[src/rtl/smt_fetch_pkg.sv]
package smt_fetch_pkg;
  typedef logic tid_t;

  localparam int unsigned NUM_THREADS = 2;

  function automatic tid_t sibling(input tid_t t);
    return ~t;
  endfunction
endpackage

[src/rtl/smt_fetch_ptr.sv]
module smt_fetch_ptr #(
  parameter int unsigned ADDR_W     = 32,
  parameter int unsigned INSN_BYTES = 4,
  parameter int unsigned FETCH_W    = 4,
  parameter logic [ADDR_W-1:0] RESET_VEC = 32'h0000_1000,
  localparam int unsigned LINE_BYTES = INSN_BYTES * FETCH_W,
  localparam int unsigned OFF_W      = $clog2(LINE_BYTES),
  localparam int unsigned ILOG       = $clog2(INSN_BYTES),
  localparam int unsigned SLOT_W     = $clog2(FETCH_W + 1)
) (
  input  logic              clk,
  input  logic              rst_n,
  input  logic              grant_i,
  input  logic              redir_i,
  input  logic [ADDR_W-1:0] redir_addr_i,
  output logic [ADDR_W-1:0] ptr_o,
  output logic [SLOT_W-1:0] slots_o
);
  logic [ADDR_W-1:0] ptr_q;
  logic [ADDR_W-1:0] ptr_d;
  logic [ADDR_W-1:0] redir_aligned;
  logic              advance_evt;

  // start of the following fetch line
  function automatic logic [ADDR_W-1:0] next_line(input logic [ADDR_W-1:0] a);
    logic [ADDR_W-1:0] base;
    base = a & ~ADDR_W'(LINE_BYTES - 1);
    return base + ADDR_W'(LINE_BYTES);
  endfunction

  // instructions still left in the line that holds a
  function automatic logic [SLOT_W-1:0] slots_left(input logic [ADDR_W-1:0] a);
    logic [OFF_W-ILOG-1:0] widx;
    widx = a[OFF_W-1:ILOG];
    return SLOT_W'(FETCH_W) - SLOT_W'(widx);
  endfunction

  function automatic logic [ADDR_W-1:0] word_align(input logic [ADDR_W-1:0] a);
    return a & ~ADDR_W'(INSN_BYTES - 1);
  endfunction

  assign redir_aligned = word_align(redir_addr_i);
  assign advance_evt   = grant_i && !redir_i;

  always_comb begin
    ptr_d = ptr_q;
    if (redir_i)          ptr_d = redir_aligned;
    else if (advance_evt) ptr_d = next_line(ptr_q);
  end

  always_ff @(posedge clk) begin
    if (!rst_n) ptr_q <= RESET_VEC;
    else        ptr_q <= ptr_d;
  end

  assign ptr_o   = ptr_q;
  assign slots_o = slots_left(ptr_q);

  p_ptr_hold_r3: assert property (@(posedge clk) disable iff (!rst_n)
    (!grant_i && !redir_i) |=> $stable(ptr_o));
  p_redirect_r8: assert property (@(posedge clk) disable iff (!rst_n)
    redir_i |=> (ptr_o == $past(redir_aligned)));
  p_line_step_r3: assert property (@(posedge clk) disable iff (!rst_n)
    advance_evt |=> (ptr_o[OFF_W-1:0] == '0) && (ptr_o != $past(ptr_o)));
  p_slots_range_r11: assert property (@(posedge clk) disable iff (!rst_n)
    (slots_o >= SLOT_W'(1)) && (slots_o <= SLOT_W'(FETCH_W)));
endmodule

[src/rtl/smt_fetch_grant.sv]
module smt_fetch_grant
  import smt_fetch_pkg::*;
(
  input  logic       clk,
  input  logic       rst_n,
  input  logic [1:0] stall_i,
  input  logic [1:0] halt_i,
  input  logic [1:0] wake_i,
  output logic       valid_o,
  output tid_t       tid_o,
  output logic [1:0] grant_o,
  output logic [1:0] elig_o,
  output logic [1:0] halted_o
);
  logic [1:0] halted_q;
  logic [1:0] elig;
  tid_t       last_q;
  logic       both_ready;
  logic       none_ready;

  // halt state, wake dominates a simultaneous halt
  for (genvar t = 0; t < NUM_THREADS; t++) begin : g_halt
    always_ff @(posedge clk) begin
      if (!rst_n)         halted_q[t] <= 1'b0;
      else if (wake_i[t]) halted_q[t] <= 1'b0;
      else if (halt_i[t]) halted_q[t] <= 1'b1;
    end
  end

  assign elig       = ~halted_q & ~stall_i;
  assign both_ready = &elig;
  assign none_ready = ~|elig;

  always_comb begin
    valid_o = !none_ready;
    if (both_ready) tid_o = sibling(last_q);
    else            tid_o = elig[1];
  end

  assign grant_o[0] = valid_o && (tid_o == 1'b0);
  assign grant_o[1] = valid_o && (tid_o == 1'b1);

  // last owner; reset value makes thread 0 win first
  always_ff @(posedge clk) begin
    if (!rst_n)       last_q <= 1'b1;
    else if (valid_o) last_q <= tid_o;
  end

  assign elig_o   = elig;
  assign halted_o = halted_q;

  p_onehot_grant_r2: assert property (@(posedge clk) disable iff (!rst_n)
    $onehot0(grant_o));
  p_halted_no_grant_r5: assert property (@(posedge clk) disable iff (!rst_n)
    (grant_o & halted_q) == 2'b00);
  p_wake_wins_r6: assert property (@(posedge clk) disable iff (!rst_n)
    (wake_i[0] && halt_i[0]) |=> !halted_q[0]);
  p_halt_sets_r5: assert property (@(posedge clk) disable iff (!rst_n)
    (halt_i[1] && !wake_i[1]) |=> halted_q[1]);
endmodule

[src/rtl/smt_decode_sel.sv]
module smt_decode_sel
  import smt_fetch_pkg::*;
#(
  parameter int unsigned DEC_QUANTUM = 8,
  localparam int unsigned CNT_W = $clog2(DEC_QUANTUM + 1)
) (
  input  logic       clk,
  input  logic       rst_n,
  input  logic [1:0] pend_i,
  input  logic       take_i,
  output tid_t       tid_o,
  output logic       valid_o
);
  tid_t             cur_q;
  logic [CNT_W-1:0] cnt_q;
  logic [CNT_W-1:0] cnt_inc;
  logic             took;
  logic             quantum_done;
  logic             other_waiting;
  logic             cur_empty;
  logic             switch_evt;

  function automatic logic [CNT_W-1:0] bump(input logic [CNT_W-1:0] c, input logic en);
    return c + CNT_W'(en);
  endfunction

  assign cur_empty     = !pend_i[cur_q];
  assign other_waiting = pend_i[sibling(cur_q)];
  assign took          = take_i && !cur_empty;
  assign cnt_inc       = bump(cnt_q, took);
  assign quantum_done  = (cnt_inc == CNT_W'(DEC_QUANTUM));
  assign switch_evt    = other_waiting && (quantum_done || cur_empty);

  always_ff @(posedge clk) begin
    if (!rst_n) begin
      cur_q <= 1'b0;
      cnt_q <= '0;
    end else if (switch_evt) begin
      cur_q <= sibling(cur_q);
      cnt_q <= '0;
    end else if (quantum_done) begin
      cnt_q <= '0;
    end else begin
      cnt_q <= cnt_inc;
    end
  end

  assign tid_o   = cur_q;
  assign valid_o = !cur_empty;

  p_quantum_bound_r9: assert property (@(posedge clk) disable iff (!rst_n)
    cnt_q < CNT_W'(DEC_QUANTUM));
  p_early_switch_r10: assert property (@(posedge clk) disable iff (!rst_n)
    (cur_empty && other_waiting) |=> (tid_o != $past(tid_o)));
  p_hold_while_busy_r9: assert property (@(posedge clk) disable iff (!rst_n)
    (!cur_empty && !quantum_done) |=> $stable(tid_o));
endmodule

[src/rtl/smt_fetch_arbiter.sv]
module smt_fetch_arbiter
  import smt_fetch_pkg::*;
#(
  parameter int unsigned ADDR_W      = 32,
  parameter int unsigned INSN_BYTES  = 4,
  parameter int unsigned FETCH_W     = 4,
  parameter int unsigned DEC_QUANTUM = 8,
  parameter logic [ADDR_W-1:0] RESET_VEC = 32'h0000_1000,
  localparam int unsigned SLOT_W = $clog2(FETCH_W + 1)
) (
  input  logic              clk,
  input  logic              rst_n,
  input  logic [1:0]        stall_i,
  input  logic [1:0]        halt_i,
  input  logic [1:0]        wake_i,
  input  logic [1:0]        redir_valid_i,
  input  logic [ADDR_W-1:0] redir_addr0_i,
  input  logic [ADDR_W-1:0] redir_addr1_i,
  input  logic [1:0]        dec_pend_i,
  input  logic              dec_take_i,
  output logic              fetch_valid_o,
  output logic              fetch_tid_o,
  output logic [ADDR_W-1:0] fetch_addr_o,
  output logic [SLOT_W-1:0] fetch_slots_o,
  output logic              dec_tid_o,
  output logic              dec_valid_o
);
  logic [ADDR_W-1:0] redir_addr [NUM_THREADS];
  logic [ADDR_W-1:0] ptr        [NUM_THREADS];
  logic [SLOT_W-1:0] slots      [NUM_THREADS];
  logic [1:0]        grant;
  logic [1:0]        elig;
  logic [1:0]        halted;
  tid_t              gtid;
  tid_t              dtid;

  assign redir_addr[0] = redir_addr0_i;
  assign redir_addr[1] = redir_addr1_i;

  smt_fetch_grant u_grant (
    .clk      (clk),
    .rst_n    (rst_n),
    .stall_i  (stall_i),
    .halt_i   (halt_i),
    .wake_i   (wake_i),
    .valid_o  (fetch_valid_o),
    .tid_o    (gtid),
    .grant_o  (grant),
    .elig_o   (elig),
    .halted_o (halted)
  );

  for (genvar t = 0; t < NUM_THREADS; t++) begin : g_ptr
    smt_fetch_ptr #(
      .ADDR_W     (ADDR_W),
      .INSN_BYTES (INSN_BYTES),
      .FETCH_W    (FETCH_W),
      .RESET_VEC  (RESET_VEC)
    ) u_ptr (
      .clk          (clk),
      .rst_n        (rst_n),
      .grant_i      (grant[t]),
      .redir_i      (redir_valid_i[t]),
      .redir_addr_i (redir_addr[t]),
      .ptr_o        (ptr[t]),
      .slots_o      (slots[t])
    );
  end

  smt_decode_sel #(
    .DEC_QUANTUM (DEC_QUANTUM)
  ) u_dec (
    .clk     (clk),
    .rst_n   (rst_n),
    .pend_i  (dec_pend_i),
    .take_i  (dec_take_i),
    .tid_o   (dtid),
    .valid_o (dec_valid_o)
  );

  assign fetch_tid_o   = gtid;
  assign fetch_addr_o  = ptr[gtid];
  assign fetch_slots_o = slots[gtid];
  assign dec_tid_o     = dtid;

  p_alternate_r2: assert property (@(posedge clk) disable iff (!rst_n)
    (&elig && $past(fetch_valid_o) && $past(rst_n)) |-> (fetch_tid_o != $past(fetch_tid_o)));
  p_stall_pass_r4: assert property (@(posedge clk) disable iff (!rst_n)
    (stall_i == 2'b01 && !halted[1]) |-> (fetch_valid_o && fetch_tid_o));
  p_idle_r7: assert property (@(posedge clk) disable iff (!rst_n)
    ((stall_i | halted) == 2'b11) |-> !fetch_valid_o);
  p_single_mode_r5: assert property (@(posedge clk) disable iff (!rst_n)
    (halted == 2'b01 && !stall_i[1]) |-> (fetch_valid_o && fetch_tid_o));
  p_first_grant_r1: assert property (@(posedge clk)
    (!$past(rst_n) && rst_n && stall_i == 2'b00 && halted == 2'b00) |-> (fetch_tid_o == 1'b0));
endmodule

[config.mk]
export PLATFORM = sky130hd
export DESIGN_NAME = smt_fetch_arbiter
export DESIGN_NICKNAME = d
export VERILOG_FILES = /design/src/rtl/smt_fetch_pkg.sv /design/src/rtl/smt_fetch_ptr.sv /design/src/rtl/smt_fetch_grant.sv /design/src/rtl/smt_decode_sel.sv /design/src/rtl/smt_fetch_arbiter.sv
export SDC_FILE = /design/constraint.sdc
export NUM_CORES = 1
export LEC_CHECK = 0
export ABC_AREA = 0
export ABC_CLOCK_PERIOD_IN_PS = 7150
export CAP_MARGIN = 20
export CORE_MARGIN = 3
export CORE_UTILIZATION = 45
export DETAILED_ROUTE_END_ITERATION = 8
export GPL_TIMING_DRIVEN = 0
export PLACE_DENSITY_LB_ADDON = 0.08
export SETUP_SLACK_MARGIN = 0.3
export SLEW_MARGIN = 20
export SYNTH_ARGS = -nofsm -noshare
export SYNTH_HDL_FRONTEND = slang
export SYNTH_HIERARCHICAL = 1
export SYNTH_SLANG_ARGS = --single-unit
[constraint.sdc]
create_clock -name clk -period 7.15 [get_ports clk]
set_input_delay 1.0725 -clock clk [delete_from_list [all_inputs] [get_ports clk]]
set_output_delay 1.0725 -clock clk [all_outputs]
set_load 0.05 [all_outputs]
==> impl_metrics.json, run 1 <==
{
  "critPathRequiredTime_ns": 6.08,
  "rr_endpoint": "g_ptr[1].u_ptr/ptr_o[27]",
  "grt_pass1_wl_um": 22400,
  "fin_crit_ns": 4.45,
  "port_buffers": 107,
  "ant_nets": 0,
  "seq_area_frac_synth": 0.297,
  "fmax_mhz": 225,
  "synth_async_sr_flop_share": 0,
  "ys.flop_type": "dfxtp_1",
  "cts_setup_buffers": 0,
  "drive_above_1_share": 0.128,
  "area_growth_pct": 31.0,
  "avgSynthCellArea_um2": 8.45,
  "synth-edff-count": 0,
  "r2r_setup_slack_ns": 4.10,
  "p_per_area_nw_per_um2": 174,
  "crit_path_start": "stall_i[1]",
  "grt_max_degree": 11,
  "combPwrFrac": 0.287,
  "die_y_um": 107,
  "clk_pin_slew_worst_paths_ns": 0.07,
  "skew_ns": 0.0163,
  "grt_pass1_vias": 4366,
  "post_drt_wl_per_cell_um": 17.6,
  "cap_violations": 0,
  "syn_inst": 542,
  "r2r_cells": 7,
  "intPower_w": 0.000690,
  "floorplan.die_area_um2": 11400,
  "cts_buffers": 9,
  "cts-root-buf": "clkbuf_8",
  "critPathKind": "in2out",
  "htreeDepth": 3,
  "tritoncts": "done",
  "place.gp.congestion": 0.908,
  "status": "complete, no violations",
  "p_leak_nw": 2.17,
  "end_kind": "primary output",
  "cts_buffer_depth": 2,
  "ys_ff_latch": 68,
  "cp-endpoint": "fetch_addr_o[28]",
  "finalCritPeriodShare": 0.622,
  "vias": 4623,
  "dr.first_iter.drc_count": 256,
  "coreArea_um2": 9820,
  "drc_errors": 0,
  "grt_setup_unrepaired": "false",
  "netlist_area_um2": 4580,
  "switching_share": 0.339,
  "clkPwrFrac": 0.288,
  "setup_tns_ns": 0,
  "clock_latency_ns": 0.36,
  "vias_per_cell": 5.79,
  "p_sw_w": 0.000354,
  "ir_drop_uv": 89.0,
  "hp-class": "reg2reg",
  "nets": 745,
  "worstMarginPinSlew_ns": 1.15,
  "whs_ns": 0.545,
  "clock_sinks": 68,
  "grt-ovfl-total": 0,
  "finalSetupViolations": 0,
  "initial_core_util": 0.466,
  "die_x_um": 107,
  "cp_max_fo": 10,
  "synth_cell_type_count": 59,
  "diodes": 0,
  "reg2reg_from": "u_grant/halted_o[1]",
  "slew_headroom": 0.226,
  "first_pass_iters": 7,
  "antenna_found_initial": 0,
  "cp-start-kind": "input port",
  "postCtsHoldBufs": 0,
  "hold_viol": 0,
  "crit_arrival_ns": 3.38,
  "ios": 116,
  "cts.repair.resized": 0,
  "hpwl_um": 10800,
  "p_seq_frac": 0.425,
  "track_usage": 0.247,
  "rows": 36,
  "drt_wl_total_um": 14100,
  "yosysWarnings": 6,
  "drv_slew": 0
}
==> cells by family (layout without fill, tap and decap cells) <==
kind of cell,count (synthesis),count (layout),share of synthesized area
fa+ha+maj,6,6,0.0164
xor+xnor,20,20,0.0383
other cells,2,4,0.00164
compound gates,136,136,0.186
simple gates,209,209,0.269
mux,41,41,0.124
flops,68,68,0.297
buf+inv,60,181,0.0675
==> area by class of cell <==
cell class / count / area [um^2]
Fill cell: 925 / 3820
Buffer: 38 / 226
Sequential cell: 68 / 1360
Clock inverter: 2 / 10.0
Inverter: 22 / 82.6
Clock buffer: 12 / 165
Timing Repair Buffer: 107 / 1070
Tap cell: 133 / 166
Multi-Input combinational cell: 416 / 2920
==> worst min path at each step <==
stage,startpoint,cells after the start,to,slack [ns]
final,u_grant/halted_o[0],2,u_grant/halted_o[0],0.55
after global placement,g_ptr[0].u_ptr/ptr_o[27],2,g_ptr[0].u_ptr/ptr_o[27],0.51
after detailed placement,g_ptr[0].u_ptr/ptr_o[27],2,g_ptr[0].u_ptr/ptr_o[27],0.53
after global routing,g_ptr[0].u_ptr/ptr_o[27],2,g_ptr[0].u_ptr/ptr_o[27],0.57
after CTS,g_ptr[0].u_ptr/ptr_o[27],2,g_ptr[0].u_ptr/ptr_o[27],0.55
after floorplan,g_ptr[0].u_ptr/ptr_o[27],2,g_ptr[0].u_ptr/ptr_o[27],0.48
==> metrics by stage <==
stage               worst slack (ns)  std cells  area [um^2]  power (W)  utilization
finish                          2.70        798         6000    0.00104        0.611
global route                    2.57        798         6000    0.00109        0.611
CTS                             2.68        798         6000    0.00105        0.611
detailed placement              2.68        784         5820   0.000750        0.593
global placement                2.70        784         5820   0.000746        0.593
floorplan                       2.86        544         4590   0.000636            -
==> flip-flops by register name (all words and copies together), names as in the netlist <==
register	count
g_ptr.u_ptr/ptr_o	60
u_dec/cnt_q	4
u_grant/halted_o	2
u_dec/tid_o	1
u_grant/last_q	1
==> placed cells by master (no fill, tap or decap), types with 5 or more instances in the layout <==
master,synthesis,routed
xor2_1,5,5
xnor2_1,15,15
o21ai_0,38,38
a311oi_1,6,6
mux2i_1,6,6
nor4_1,14,14
nand2_1,36,36
nand4_2,6,6
o31ai_1,14,14
inv_1,22,22
nor2_1,32,32
dfxtp_1,68,68
mux2_4,30,30
ha_1,6,6
buf_4,6,6
and4_1,5,5
a31oi_1,24,24
or4_1,18,18
clkbuf_1,20,20
or3_1,10,10
nand3_1,21,21
clkbuf_8,0,12
nor3_1,15,15
nand4_1,16,16
mux2_2,5,5
clkdlybuf4s50_1,0,107
and3_1,10,10
a21oi_1,25,25
==> cell usage after synthesis (5+ instances only) <==
library cell	instances	area, um^2
a21oi_1	25	125
a311oi_1	6	52.6
a31oi_1	24	150
and3_1	10	62.6
and4_1	5	43.8
buf_4	6	45.0
clkbuf_1	20	75.1
dfxtp_1	68	1360
ha_1	6	75.1
inv_1	22	82.6
mux2_2	5	56.3
mux2_4	30	450
mux2i_1	6	60.1
nand2_1	36	135
nand3_1	21	105
nand4_1	16	100
nand4_2	6	75.1
nor2_1	32	120
nor3_1	15	75.1
nor4_1	14	87.6
o21ai_0	38	190
o31ai_1	14	105
or3_1	10	62.6
or4_1	18	135
xnor2_1	15	131
xor2_1	5	43.8
==> metal layers <==
layer,GRT usage,routed length (um)
met2,0.417,6800
met1,0.322,6230
met4,0.0685,161
met5,0,0
met3,0.0476,888
==> worst max-delay path, cell delays in order <==
cell and delay, ns:
clkdlybuf4s50_1 0.48, nor2_4 0.12, a21boi_0 0.29, buf_6 0.22, buf_12 0.16, mux2_4 0.31
clkdlybuf4s50_1 0.71
==> power by group through the flow <==
stage | clock network [W] | logic [W] | registers (W)
floorplan | 0 | 0.000197 | 0.000439
global placement | 0 | 0.000297 | 0.000450
detailed placement | 0 | 0.000299 | 0.000451
CTS | 0.000306 | 0.000301 | 0.000442
global route | 0.000319 | 0.000319 | 0.000448
finish | 0.000301 | 0.000300 | 0.000443
Note: power is estimated with default switching activity, not from simulation.
==> run 2: changes to the inputs <==
--- a/config.mk
+++ b/config.mk
@@ -6,7 +6,7 @@
 export NUM_CORES = 1
 export LEC_CHECK = 0
 export ABC_AREA = 0
-export ABC_CLOCK_PERIOD_IN_PS = 7150
+export ABC_CLOCK_PERIOD_IN_PS = 4500
 export CAP_MARGIN = 20
 export CORE_MARGIN = 3
 export CORE_UTILIZATION = 45
==> constraint.sdc (replaced) <==
create_clock -name clk -period 4.5 [get_ports clk]
set_input_delay 0.675 -clock clk [delete_from_list [all_inputs] [get_ports clk]]
set_output_delay 0.675 -clock clk [all_outputs]
set_load 0.05 [all_outputs]
==> results of run 2 <==
The final DEF is identical to that of run 1. Status: complete, no violations.
Main changes from that run: setup slack after placement 2.68 ns -> 0.688 ns; setup slack after layout 2.70 ns -> 0.845 ns; register-to-register setup slack 4.10 ns -> 1.45 ns; total power 0.00104 W -> 0.00166 W; worst IR drop on VDD 89.0 uV -> 141 uV
==> run 3: changes to the inputs <==
--- a/config.mk
+++ b/config.mk
@@ -6,7 +6,7 @@
 export NUM_CORES = 1
 export LEC_CHECK = 0
 export ABC_AREA = 0
-export ABC_CLOCK_PERIOD_IN_PS = 4500
+export ABC_CLOCK_PERIOD_IN_PS = 3200
 export CAP_MARGIN = 20
 export CORE_MARGIN = 3
 export CORE_UTILIZATION = 45
==> constraint.sdc (replaced) <==
create_clock -name clk -period 3.2 [get_ports clk]
set_input_delay 0.48 -clock clk [delete_from_list [all_inputs] [get_ports clk]]
set_output_delay 0.48 -clock clk [all_outputs]
set_load 0.05 [all_outputs]
==> impl_metrics.json, run 3 (synthesized netlist as in run 1, its figures left out) <==
{
  "cts_buffer_depth": 2,
  "switching_share": 0.336,
  "setup_tns_ns": 0,
  "antenna_found_initial": 0,
  "clock_sinks": 68,
  "p_per_area_nw_per_um2": 401,
  "finalSetupViolations": 0,
  "coreArea_um2": 9820,
  "drt_wl_total_um": 14100,
  "die_x_um": 107,
  "layout_commonest_cell": "clkdlybuf4s50_1",
  "status": "complete, no violations",
  "fin_crit_ns": 2.81,
  "post_drt_wl_per_cell_um": 17.7,
  "grt-ovfl-total": 0,
  "worstMarginPinSlew_ns": 0.703,
  "skew_ns": 0.00784,
  "final_cell_mix": "clkdlybuf4s50_1, dfxtp_1, o21ai_0, nand2_1, nor2_1",
  "vias": 4627,
  "grt_max_degree": 12,
  "p_total_w": 0.00237,
  "cap_violations": 0,
  "largest_reg_flops": 60,
  "cts-root-buf": "clkbuf_8",
  "cts_buffers": 9,
  "p_sw_w": 0.000796,
  "clock_latency_ns": 0.35,
  "port_buffers": 107,
  "first_pass_iters": 4,
  "vias_per_cell": 5.78,
  "drc_errors": 0,
  "slew_headroom": 0.527,
  "area_growth_pct": 28.9,
  "nets": 745,
  "rr_endpoint": "g_ptr[0].u_ptr/ptr_o[23]",
  "p_leak_nw": 2.22,
  "track_usage": 0.245,
  "p_seq_frac": 0.419,
  "end_kind": "primary output",
  "hp-class": "reg2reg",
  "diodes": 0,
  "r2r_cells": 7,
  "drive_above_1_share": 0.177,
  "fin_cells": 800,
  "ios": 116,
  "place.gp.congestion": 0.988,
  "floorplan.die_area_um2": 11400,
  "critPathRequiredTime_ns": 2.72,
  "r2r_setup_slack_ns": 0.80,
  "clk_pin_slew_worst_paths_ns": 0.07,
  "combPwrFrac": 0.270,
  "intPower_w": 0.00157,
  "hold_depth": 2,
  "cp_max_fo": 10,
  "rows": 36,
  "finalCritPeriodShare": 0.878,
  "grt_pass1_vias": 4376,
  "critPathKind": "in2out",
  "dr.first_iter.drc_count": 202,
  "fin_util": 0.601,
  "placed_area_um2": 5820,
  "hpwl_um": 10800,
  "grt_pass1_wl_um": 22300,
  "ir_drop_uv": 204,
  "htreeDepth": 3,
  "cp-start-kind": "input port",
  "cts_setup_buffers": 0,
  "hold_viol": 0,
  "initial_core_util": 0.466,
  "clkPwrFrac": 0.311,
  "ant_nets": 0,
  "final_area_um2": 5900,
  "crit_arrival_ns": 2.33,
  "drv_slew": 0,
  "die_y_um": 107,
  "hold_start": "u_grant/halted_o[0]",
  "min_to": "u_grant/halted_o[0]",
  "reg2reg_from": "u_grant/halted_o[0]",
  "tritoncts": "done",
  "fmax_mhz": 356,
  "grt_setup_unrepaired": "true",
  "dp.cells": 784
}
-- run 3: cell types whose count changed in the layout (fill, tap and decap cells not counted), moves of 2 or more --
cell,delta
clkdlybuf4s50_1,-33
a21boi_0,-2
clkbuf_2,+27
dlygate4sd2_1,+3
clkinv_2,+2
clkdlybuf4s15_2,+3
-- run 3: how the worst max path moves through the flow --
stage,slack [ns],end,startpoint
after global routing,0.30,fetch_addr_o[28],stall_i[1]
final,0.39,fetch_addr_o[28],stall_i[1]
after floorplan,0.52,u_dec/tid_o,u_dec/tid_o
after global placement,-0.41,g_ptr[1].u_ptr/ptr_o[27],stall_i[1]
after CTS,0.30,fetch_addr_o[17],stall_i[1]
after detailed placement,-0.44,g_ptr[1].u_ptr/ptr_o[21],stall_i[1]
-- run 3: critical path, cell delays in order --
cell and delay [ns]:
clkdlybuf4s50_1 0.48, nor2_4 0.12, a21boi_1 0.23, buf_6 0.20
buf_12 0.16, mux2_4 0.31, clkdlybuf4s15_2 0.34
-- run 3: through the flow --
step           hold slack [ns]  setup slack (ns)
2_1_floorplan            0.482             0.519
6_report                 0.545             0.390
3_3_place_gp             0.518            -0.414
3_5_place_dp             0.522            -0.441
5_1_grt                  0.586             0.297
4_1_cts                  0.541             0.301
-- run 3: routing by layer --
layer,vias to the layer above,routed length [um],track usage,share of wire
li1,2284,-,-,-
met1,2171,6240,0.321,0.44
met2,159,6820,0.410,0.48
met3,13,894,0.0385,0.063
met4,0,174,0.0804,0.012
met5,-,0,0,0
-- run 3: layout make-up --
| class | instances | area [um^2] |
|---|---|---|
| plain buffers | 38 | 226 |
| clock buffers | 11 | 151 |
| clock inverters | 5 | 50.0 |
| fillers | 977 | 3920 |
| inverters | 22 | 82.6 |
| multi-input cells | 416 | 2930 |
| flip-flops and latches | 68 | 1360 |
| well taps | 133 | 166 |
| repair buffers | 107 | 936 |
-- run 3: power groups by stage --
stage          combinational, W  clock, W  sequential (W)
3_3_place_gp           0.000662         0         0.00100
5_1_grt                0.000680  0.000776         0.00100
4_1_cts                0.000647  0.000750        0.000988
2_1_floorplan          0.000440         0        0.000982
6_report               0.000639  0.000737        0.000992
3_5_place_dp           0.000670         0         0.00101
-- run 3: what timing repair did --
item	4_1_cts	5_1_grt
endpoints found under the setup margin	44	29
hold endpoints to repair	0	0
gates resized for setup	41	55
hold buffers	0	0
